--- config.mk ---
export PLATFORM = sky130hd
export DESIGN_NAME = replay_ctrl
export DESIGN_NICKNAME = d
export VERILOG_FILES = /design/src/rtl/replay_pkg.sv /design/src/rtl/rr_arb.sv /design/src/rtl/thread_ctx.sv /design/src/rtl/sat_counter.sv /design/src/rtl/replay_ctrl.sv
export SDC_FILE = /design/constraint.sdc
export NUM_CORES = 1
export LEC_CHECK = 0
export BUFFER_PORTS_ARGS = -buffer_cell sky130_fd_sc_hd__buf_2
export CAP_MARGIN = 20
export CORE_MARGIN = 3
export CORE_UTILIZATION = 57
export CTS_CLUSTER_DIAMETER = 80
export CTS_CLUSTER_SIZE = 14
export DETAILED_ROUTE_END_ITERATION = 12
export PLACE_DENSITY_LB_ADDON = 0.2
export SLEW_MARGIN = 25
export SYNTH_ARGS = -nofsm -noshare
export SYNTH_HDL_FRONTEND = slang
export SYNTH_SLANG_ARGS = --single-unit
--- constraint.sdc ---
create_clock -name clk_i -period 4.3 [get_ports clk_i]
set_clock_uncertainty 0.15 [all_clocks]
set_input_delay 0 -clock clk_i [delete_from_list [all_inputs] [get_ports clk_i]]
set_output_delay 0 -clock clk_i [all_outputs]
set_load 0.03 [all_outputs]
--- src/rtl/replay_pkg.sv ---
package replay_pkg;
  localparam int PIPE_DEPTH = 4;
  localparam int EVT_STAGE  = 2;  // third stage reports events

  typedef enum logic [1:0] {
    THR_IDLE   = 2'd0,
    THR_READY  = 2'd1,
    THR_PARKED = 2'd2
  } thr_state_e;
endpackage

--- src/rtl/rr_arb.sv ---
module rr_arb #(
  parameter int N = 4,
  localparam int IDX_W = (N > 1) ? $clog2(N) : 1
) (
  input  logic             clk_i,
  input  logic             rst_ni,
  input  logic [N-1:0]     req_i,
  output logic [N-1:0]     gnt_o,
  output logic [IDX_W-1:0] gnt_idx_o
);
  logic [IDX_W-1:0] ptr_q;

  always_comb begin
    int   c;
    logic found;
    gnt_o     = '0;
    gnt_idx_o = '0;
    found     = 1'b0;
    for (int k = 0; k < N; k++) begin
      c = int'(ptr_q) + 1 + k;
      if (c >= N) c = c - N;
      if (!found && req_i[c]) begin
        gnt_o[c]  = 1'b1;
        gnt_idx_o = IDX_W'(c);
        found     = 1'b1;
      end
    end
  end

  always_ff @(posedge clk_i or negedge rst_ni) begin
    if (!rst_ni)      ptr_q <= IDX_W'(N - 1);
    else if (|req_i)  ptr_q <= gnt_idx_o;
  end


  gnt_legal_chk: assert property (@(posedge clk_i) disable iff (!rst_ni)
    ((gnt_o & ~req_i) == '0) && $onehot0(gnt_o) && ((|req_i) == (|gnt_o)));
endmodule

--- src/rtl/thread_ctx.sv ---
module thread_ctx
  import replay_pkg::*;
#(
  parameter int PC_W    = 32,
  parameter int PC_STEP = 4
) (
  input  logic            clk_i,
  input  logic            rst_ni,
  input  logic            valid_i,
  input  logic [PC_W-1:0] start_pc_i,
  input  logic            issue_i,
  input  logic            squash_i,
  input  logic [PC_W-1:0] squash_pc_i,
  input  logic            wake_i,
  output logic            ready_o,
  output logic            parked_o,
  output logic [PC_W-1:0] pc_o
);
  thr_state_e      st_q;
  logic [PC_W-1:0] pc_q;

  always_ff @(posedge clk_i or negedge rst_ni) begin
    if (!rst_ni) begin
      st_q <= THR_IDLE;
      pc_q <= '0;
    end else if (squash_i) begin
      st_q <= THR_PARKED;        // squash beats a same-cycle wake
      pc_q <= squash_pc_i;
    end else begin
      unique case (st_q)
        THR_IDLE: begin
          pc_q <= start_pc_i;
          if (valid_i) st_q <= THR_READY;
        end
        THR_READY: begin
          if (issue_i)       pc_q <= pc_q + PC_W'(PC_STEP);
          else if (!valid_i) st_q <= THR_IDLE;
        end
        THR_PARKED: if (wake_i) st_q <= THR_READY;
        default: st_q <= THR_IDLE;
      endcase
    end
  end

  assign ready_o  = (st_q == THR_READY) && valid_i;
  assign parked_o = (st_q == THR_PARKED);
  assign pc_o     = pc_q;


  parked_no_issue_chk: assert property (@(posedge clk_i) disable iff (!rst_ni)
    parked_o |-> !issue_i);

  squash_wake_chk: assert property (@(posedge clk_i) disable iff (!rst_ni)
    squash_i && wake_i |=> parked_o);

  parked_pc_hold_chk: assert property (@(posedge clk_i) disable iff (!rst_ni)
    parked_o && !wake_i && !squash_i |=> parked_o && $stable(pc_o));
endmodule

--- src/rtl/sat_counter.sv ---
module sat_counter #(
  parameter int W = 32
) (
  input  logic         clk_i,
  input  logic         rst_ni,
  input  logic         inc_i,
  output logic [W-1:0] cnt_o
);
  localparam logic [W-1:0] MAX = '1;
  logic [W-1:0] cnt_q;

  always_ff @(posedge clk_i or negedge rst_ni) begin
    if (!rst_ni)                    cnt_q <= '0;
    else if (inc_i && cnt_q != MAX) cnt_q <= cnt_q + 1'b1;
  end

  assign cnt_o = cnt_q;


  no_wrap_chk: assert property (@(posedge clk_i) disable iff (!rst_ni)
    cnt_q == MAX |=> cnt_q == MAX);
endmodule

--- src/rtl/replay_ctrl.sv ---
module replay_ctrl
  import replay_pkg::*;
#(
  parameter int NUM_THR = 4,
  parameter int PC_W    = 32,
  parameter int PC_STEP = 4,
  parameter int CNT_W   = 32,
  localparam int TID_W  = (NUM_THR > 1) ? $clog2(NUM_THR) : 1
) (
  input  logic                          clk_i,
  input  logic                          rst_ni,
  input  logic [NUM_THR-1:0]            instr_valid_i,
  input  logic [NUM_THR-1:0][PC_W-1:0]  start_pc_i,
  input  logic                          evt_i,
  input  logic [NUM_THR-1:0]            wake_i,
  output logic                          issue_valid_o,
  output logic [TID_W-1:0]              issue_tid_o,
  output logic [PC_W-1:0]               issue_pc_o,
  output logic                          ex_valid_o,
  output logic [TID_W-1:0]              ex_tid_o,
  output logic [PC_W-1:0]               ex_pc_o,
  output logic                          retire_valid_o,
  output logic [TID_W-1:0]              retire_tid_o,
  output logic [PC_W-1:0]               retire_pc_o,
  output logic [NUM_THR-1:0]            parked_o,
  output logic [CNT_W-1:0]              issued_cnt_o,
  output logic [CNT_W-1:0]              done_cnt_o
);
  typedef struct packed {
    logic             vld;
    logic [TID_W-1:0] tid;
    logic [PC_W-1:0]  pc;
  } slot_t;

  slot_t [PIPE_DEPTH-1:0]       pipe_q, pipe_d;
  logic [NUM_THR-1:0]           ready_vec, squash_vec, req_vec, gnt_vec;
  logic [NUM_THR-1:0][PC_W-1:0] pc_vec;
  logic [TID_W-1:0]             gnt_idx, sq_tid;
  logic                         evt_vld, issue_en;

  assign evt_vld = evt_i && pipe_q[EVT_STAGE].vld;
  assign sq_tid  = pipe_q[EVT_STAGE].tid;

  for (genvar t = 0; t < NUM_THR; t++) begin : g_thr
    assign squash_vec[t] = evt_vld && (sq_tid == TID_W'(t));
    thread_ctx #(.PC_W(PC_W), .PC_STEP(PC_STEP)) u_ctx (
      .clk_i       (clk_i),
      .rst_ni      (rst_ni),
      .valid_i     (instr_valid_i[t]),
      .start_pc_i  (start_pc_i[t]),
      .issue_i     (gnt_vec[t]),
      .squash_i    (squash_vec[t]),
      .squash_pc_i (pipe_q[EVT_STAGE].pc),
      .wake_i      (wake_i[t]),
      .ready_o     (ready_vec[t]),
      .parked_o    (parked_o[t]),
      .pc_o        (pc_vec[t])
    );
  end

  // faulting thread may not take the slot it just vacated
  assign req_vec = ready_vec & ~squash_vec;

  rr_arb #(.N(NUM_THR)) u_arb (
    .clk_i     (clk_i),
    .rst_ni    (rst_ni),
    .req_i     (req_vec),
    .gnt_o     (gnt_vec),
    .gnt_idx_o (gnt_idx)
  );

  assign issue_en = |gnt_vec;

  always_comb begin
    pipe_d[0].vld = issue_en;
    pipe_d[0].tid = gnt_idx;
    pipe_d[0].pc  = pc_vec[gnt_idx];
    for (int s = 1; s < PIPE_DEPTH; s++) begin
      pipe_d[s] = pipe_q[s-1];
      // faulting stage and all younger slots of that thread
      if (evt_vld && (s - 1) <= EVT_STAGE && pipe_q[s-1].tid == sq_tid)
        pipe_d[s].vld = 1'b0;
    end
  end

  always_ff @(posedge clk_i or negedge rst_ni) begin
    if (!rst_ni) pipe_q <= '0;
    else         pipe_q <= pipe_d;
  end

  sat_counter #(.W(CNT_W)) u_issued_cnt (
    .clk_i (clk_i), .rst_ni (rst_ni), .inc_i (issue_en), .cnt_o (issued_cnt_o)
  );
  sat_counter #(.W(CNT_W)) u_done_cnt (
    .clk_i (clk_i), .rst_ni (rst_ni), .inc_i (pipe_q[PIPE_DEPTH-1].vld), .cnt_o (done_cnt_o)
  );

  assign issue_valid_o  = pipe_q[0].vld;
  assign issue_tid_o    = pipe_q[0].tid;
  assign issue_pc_o     = pipe_q[0].pc;
  assign ex_valid_o     = pipe_q[EVT_STAGE].vld;
  assign ex_tid_o       = pipe_q[EVT_STAGE].tid;
  assign ex_pc_o        = pipe_q[EVT_STAGE].pc;
  assign retire_valid_o = pipe_q[PIPE_DEPTH-1].vld;
  assign retire_tid_o   = pipe_q[PIPE_DEPTH-1].tid;
  assign retire_pc_o    = pipe_q[PIPE_DEPTH-1].pc;


  squash_drain_chk: assert property (@(posedge clk_i) disable iff (!rst_ni)
    evt_vld |=> !retire_valid_o);

  switch_away_chk: assert property (@(posedge clk_i) disable iff (!rst_ni)
    evt_vld |=> !(issue_valid_o && issue_tid_o == $past(sq_tid)));

  idle_no_issue_chk: assert property (@(posedge clk_i) disable iff (!rst_ni)
    !(|ready_vec) |=> !issue_valid_o);

  count_order_chk: assert property (@(posedge clk_i) disable iff (!rst_ni)
    issued_cnt_o >= done_cnt_o);
endmodule

==> metrics.md <==
| Metric | Value |
|---|---|
| CP endpoint kind | `flip-flop` |
| Slew Limit Fails | `0` |
| First-pass GRT wire length | `99810 µm` |
| Final Routed Wirelength | `65650 µm` |
| TritonCTS Buffers | `28` |
| CP arrival | `4410 ps` |
| Clock Pin Slew Worst Setup and Hold Paths | `80 ps` |
| Asr flop ratio synth | `100.0%` |
| Clock share of power | `13.2%` |
| Combinational power share | `51.3%` |
| Num ports | `312` |
| First-pass iteration count of the detailed router | `6` |
| Worst Tran Pin Value | `1048 ps` |
| CP Class | `reg -> reg` |
| DR DRC count | `0` |
| CTS H-tree lvls | `1` |
| Total power | `18.30 mW` |
| Pint | `8.972 mW` |
| YS warnings | `0` |
| Longest Clk Path Bufs | `3` |
| Post-route non-filler standard cell count | `2734` |
| GRT overflow | `0` |
| GR Layer Usage met1 | `48.20%` |
| Post-Synthesis Cells | `2005` |
| Crit start category | `flip-flop` |
| Antenna Nets Post-Route | `0` |
| Count of cell types in the netlist | `83` |
| Leak pwr | `9.591 nW` |
| Syn nets | `2158` |
| Via count | `17790` |
| Utilization after layout | `68.96%` |
| # rows | `65` |
| DP HPWL | `44310 µm` |
| Post-CTS Setup Inserts | `0` |
| Maximum vdd drop | `505.7 µV` |
| Average routed wire per standard cell | `24.01 µm` |
| Layout cell share with drive strength beyond 1 | `18.71%` |
| Rel. slew slack | `29.86%` |
| Share of the synthesized area in the top cell type | `45.77%` |
| Final Cycle Share | `94.95%` |
| Mapped Area | `0.01859 mm²` |
| Detailed Route Iter0 Violations | `2004` |
| Req. time, crit path | `4620 ps` |
| Crit-path max FO | `19` |
| Die span in x | `186.6 µm` |
| Sequential share of power | `35.5%` |
| Area leader, netlist | `dfrtp_1` |
| Switch Pwr | `9.333 mW` |
| Die Area | `0.03482 mm²` |
| Final Critical Period | `4083 ps` |
| Hold Crit Class | `in -> reg` |
| Port buffer count | `311` |
| Die Ht | `186.6 µm` |
| #FFs+latches synth | `342` |
| Largest net degree at the start of global routing | `115` |
| Met2 Usage GRT | `56.43%` |
| Root buffer cell | `clkbuf_16` |
| Syn Area/Cell | `9.272 µm²` |
| Core area | `0.03188 mm²` |
| GR Util All Layers | `36.42%` |
| Sum Neg Setup Slack | `0 ps` |
| Sequential cell area fraction in the yosys report | `46.05%` |
| Sw Ratio | `50.98%` |
| EDFF count, synth | `0` |
| Starting Density | `58.31%` |
| Outcome | `finished, final reports clean` |
| Max Clk Rate | `244.9 MHz` |
| Synth Flop Type | `dfrtp_1` |
| PD cells | `832.7 mW/mm²` |
| Max-cap violations | `0` |
| Placed insts | `2561` |
| Area growth syn-to-layout | `18.25%` |
| RSZ-0062 raised after global routing | `no` |
| Setup violators final | `0` |
| Final Hold Fails | `0` |
| Vias in the first global route | `17100` |
| Vias per inst | `6.507` |
| Clock Latency Late Sink | `580 ps` |
| Grt peak-use layer | `met2` |
| Met3 global-route usage | `8.736%` |
| TritonCTS clock tree | `yes` |
| Initial antenna violation count | `0` |
| GPL Wtd Cong | `1.035` |
| Most common cell after layout, fill and taps aside | `dfrtp_1` |
| Final #Nets | `2449` |
| Top post-synthesis cells by area | `dfrtp_1 46%, buf_4 4.4%, nor2_1 3.7%` |
| Commonest non-fill, non-tap cells in the layout | `340 x dfrtp_1, 310 x buf_2, 180 x nor2_1` |
| Sink Count | `342` |
## final timing paths
path                                 from                     end  slack [ps]  depth (start not counted)
hold reg to reg                pipe_d[78]              ex_pc_o[8]         190                          0
min in group asynchronous          rst_ni    u_done_cnt.cnt_o[27]         440                          4
hold / removal                  wake_i[2]  g_thr[2].u_ctx.st_q[1]          10                          3
setup / recovery           u_arb.ptr_q[0]  g_thr[2].u_ctx.pc_o[5]         220                         11
max in group asynchronous          rst_ni              ex_pc_o[1]        2880                          4
setup reg to reg           u_arb.ptr_q[0]  g_thr[2].u_ctx.pc_o[5]         220                         11
## metrics by stage
stage	setup WS, ps	cell area, µm²	hold slack, ps
final	217.1	21980	14.88
after global routing	11.87	21980	46.59
after CTS	199.4	21970	7.366
after detailed placement	235.6	19780	-133.7
after global placement	296.9	19780	-132.7
after floorplan	845.0	18590	-445.6
## cell usage after synthesis (24+ instances only)
library cell / n
o22ai_1: 36
a21oi_1: 112
a31oi_1: 41
and3_1: 34
clkbuf_1: 93
nand3_1: 89
dfrtp_1: 340
nand4_1: 46
mux2i_1: 43
and4_1: 24
nor2_1: 183
a311oi_1: 32
buf_4: 110
o21ai_0: 101
a211oi_1: 58
nor2b_1: 41
nor3_1: 64
inv_1: 29
xor2_1: 63
nand2_1: 163
## critical path, cell delays in order, from the launching register on
cell and delay (ps):
dfstp_2 740, inv_1 220, ha_1 560, inv_1 170, o21ai_2 160, o22ai_1 140, a22oi_1 340, nand4_2 330
buf_4 290, o21ai_4 480, o21ai_0 180, o21ai_0 200
## repair_timing
item,4_1_cts,5_1_grt
gates resized for setup,0,3
setup endpoints to repair,0,34
hold buffers,140,0
hold endpoints to repair,427,0
## metal layers
layer	part of all wire (%)	vias up
met5	0	-
met4	6.4	0
met3	11	248
met2	44	1270
met1	38	8489
li1	-	7782
## kinds of logic (layout without fill, tap and decap cells)
| logic type | after synthesis | after routing | synth area share (%) |
|---|---|---|---|
| AO/OA/AOI/OAI | 512 | 512 | 18.44 |
| XOR/XNOR | 82 | 82 | 3.863 |
| adder cells (fa/ha/maj) | 14 | 14 | 0.9423 |
| buffers and inverters | 268 | 561 | 7.915 |
| flip-flops | 342 | 342 | 46.05 |
| multiplexers | 47 | 47 | 2.638 |
| other | 0 | 1 | 0 |
| AND/OR/NAND/NOR | 740 | 740 | 20.15 |
## sequential cells by signal, indices dropped and copies added (netlist names), 8 cells and up
name	flops
u_issued_cnt.cnt_o	32
g_thr.u_ctx.st_q	8
issue_pc_o	32
g_thr.u_ctx.pc_o	128
u_done_cnt.cnt_o	32
retire_pc_o	32
pipe_d	34
ex_pc_o	32
## area by class of cell
cell class                      count  area [µm²]
Fill cell                        2556        9897
Multi-Input combinational cell   1395        8607
Sequential cell                   342        8561
Timing Repair Buffer              498        3388
Clock buffer                       30       729.5
Tap cell                          435       544.3
Inverter                           31       116.4
Clock inverter                      2       35.03
Antenna cell                        1       2.502
## power by group through the flow
| stage | clock (mW) | sequential, mW | combinational, mW |
|---|---|---|---|
| final | 2.42 | 6.50 | 9.38 |
| after CTS | 2.44 | 6.41 | 9.13 |
| after global placement | 0 | 6.40 | 8.85 |
| after global routing | 2.56 | 6.62 | 10.0 |
| after floorplan | 0 | 5.62 | 7.10 |
| after detailed placement | 0 | 6.46 | 9.00 |
Power figures use the tool's default switching activity.
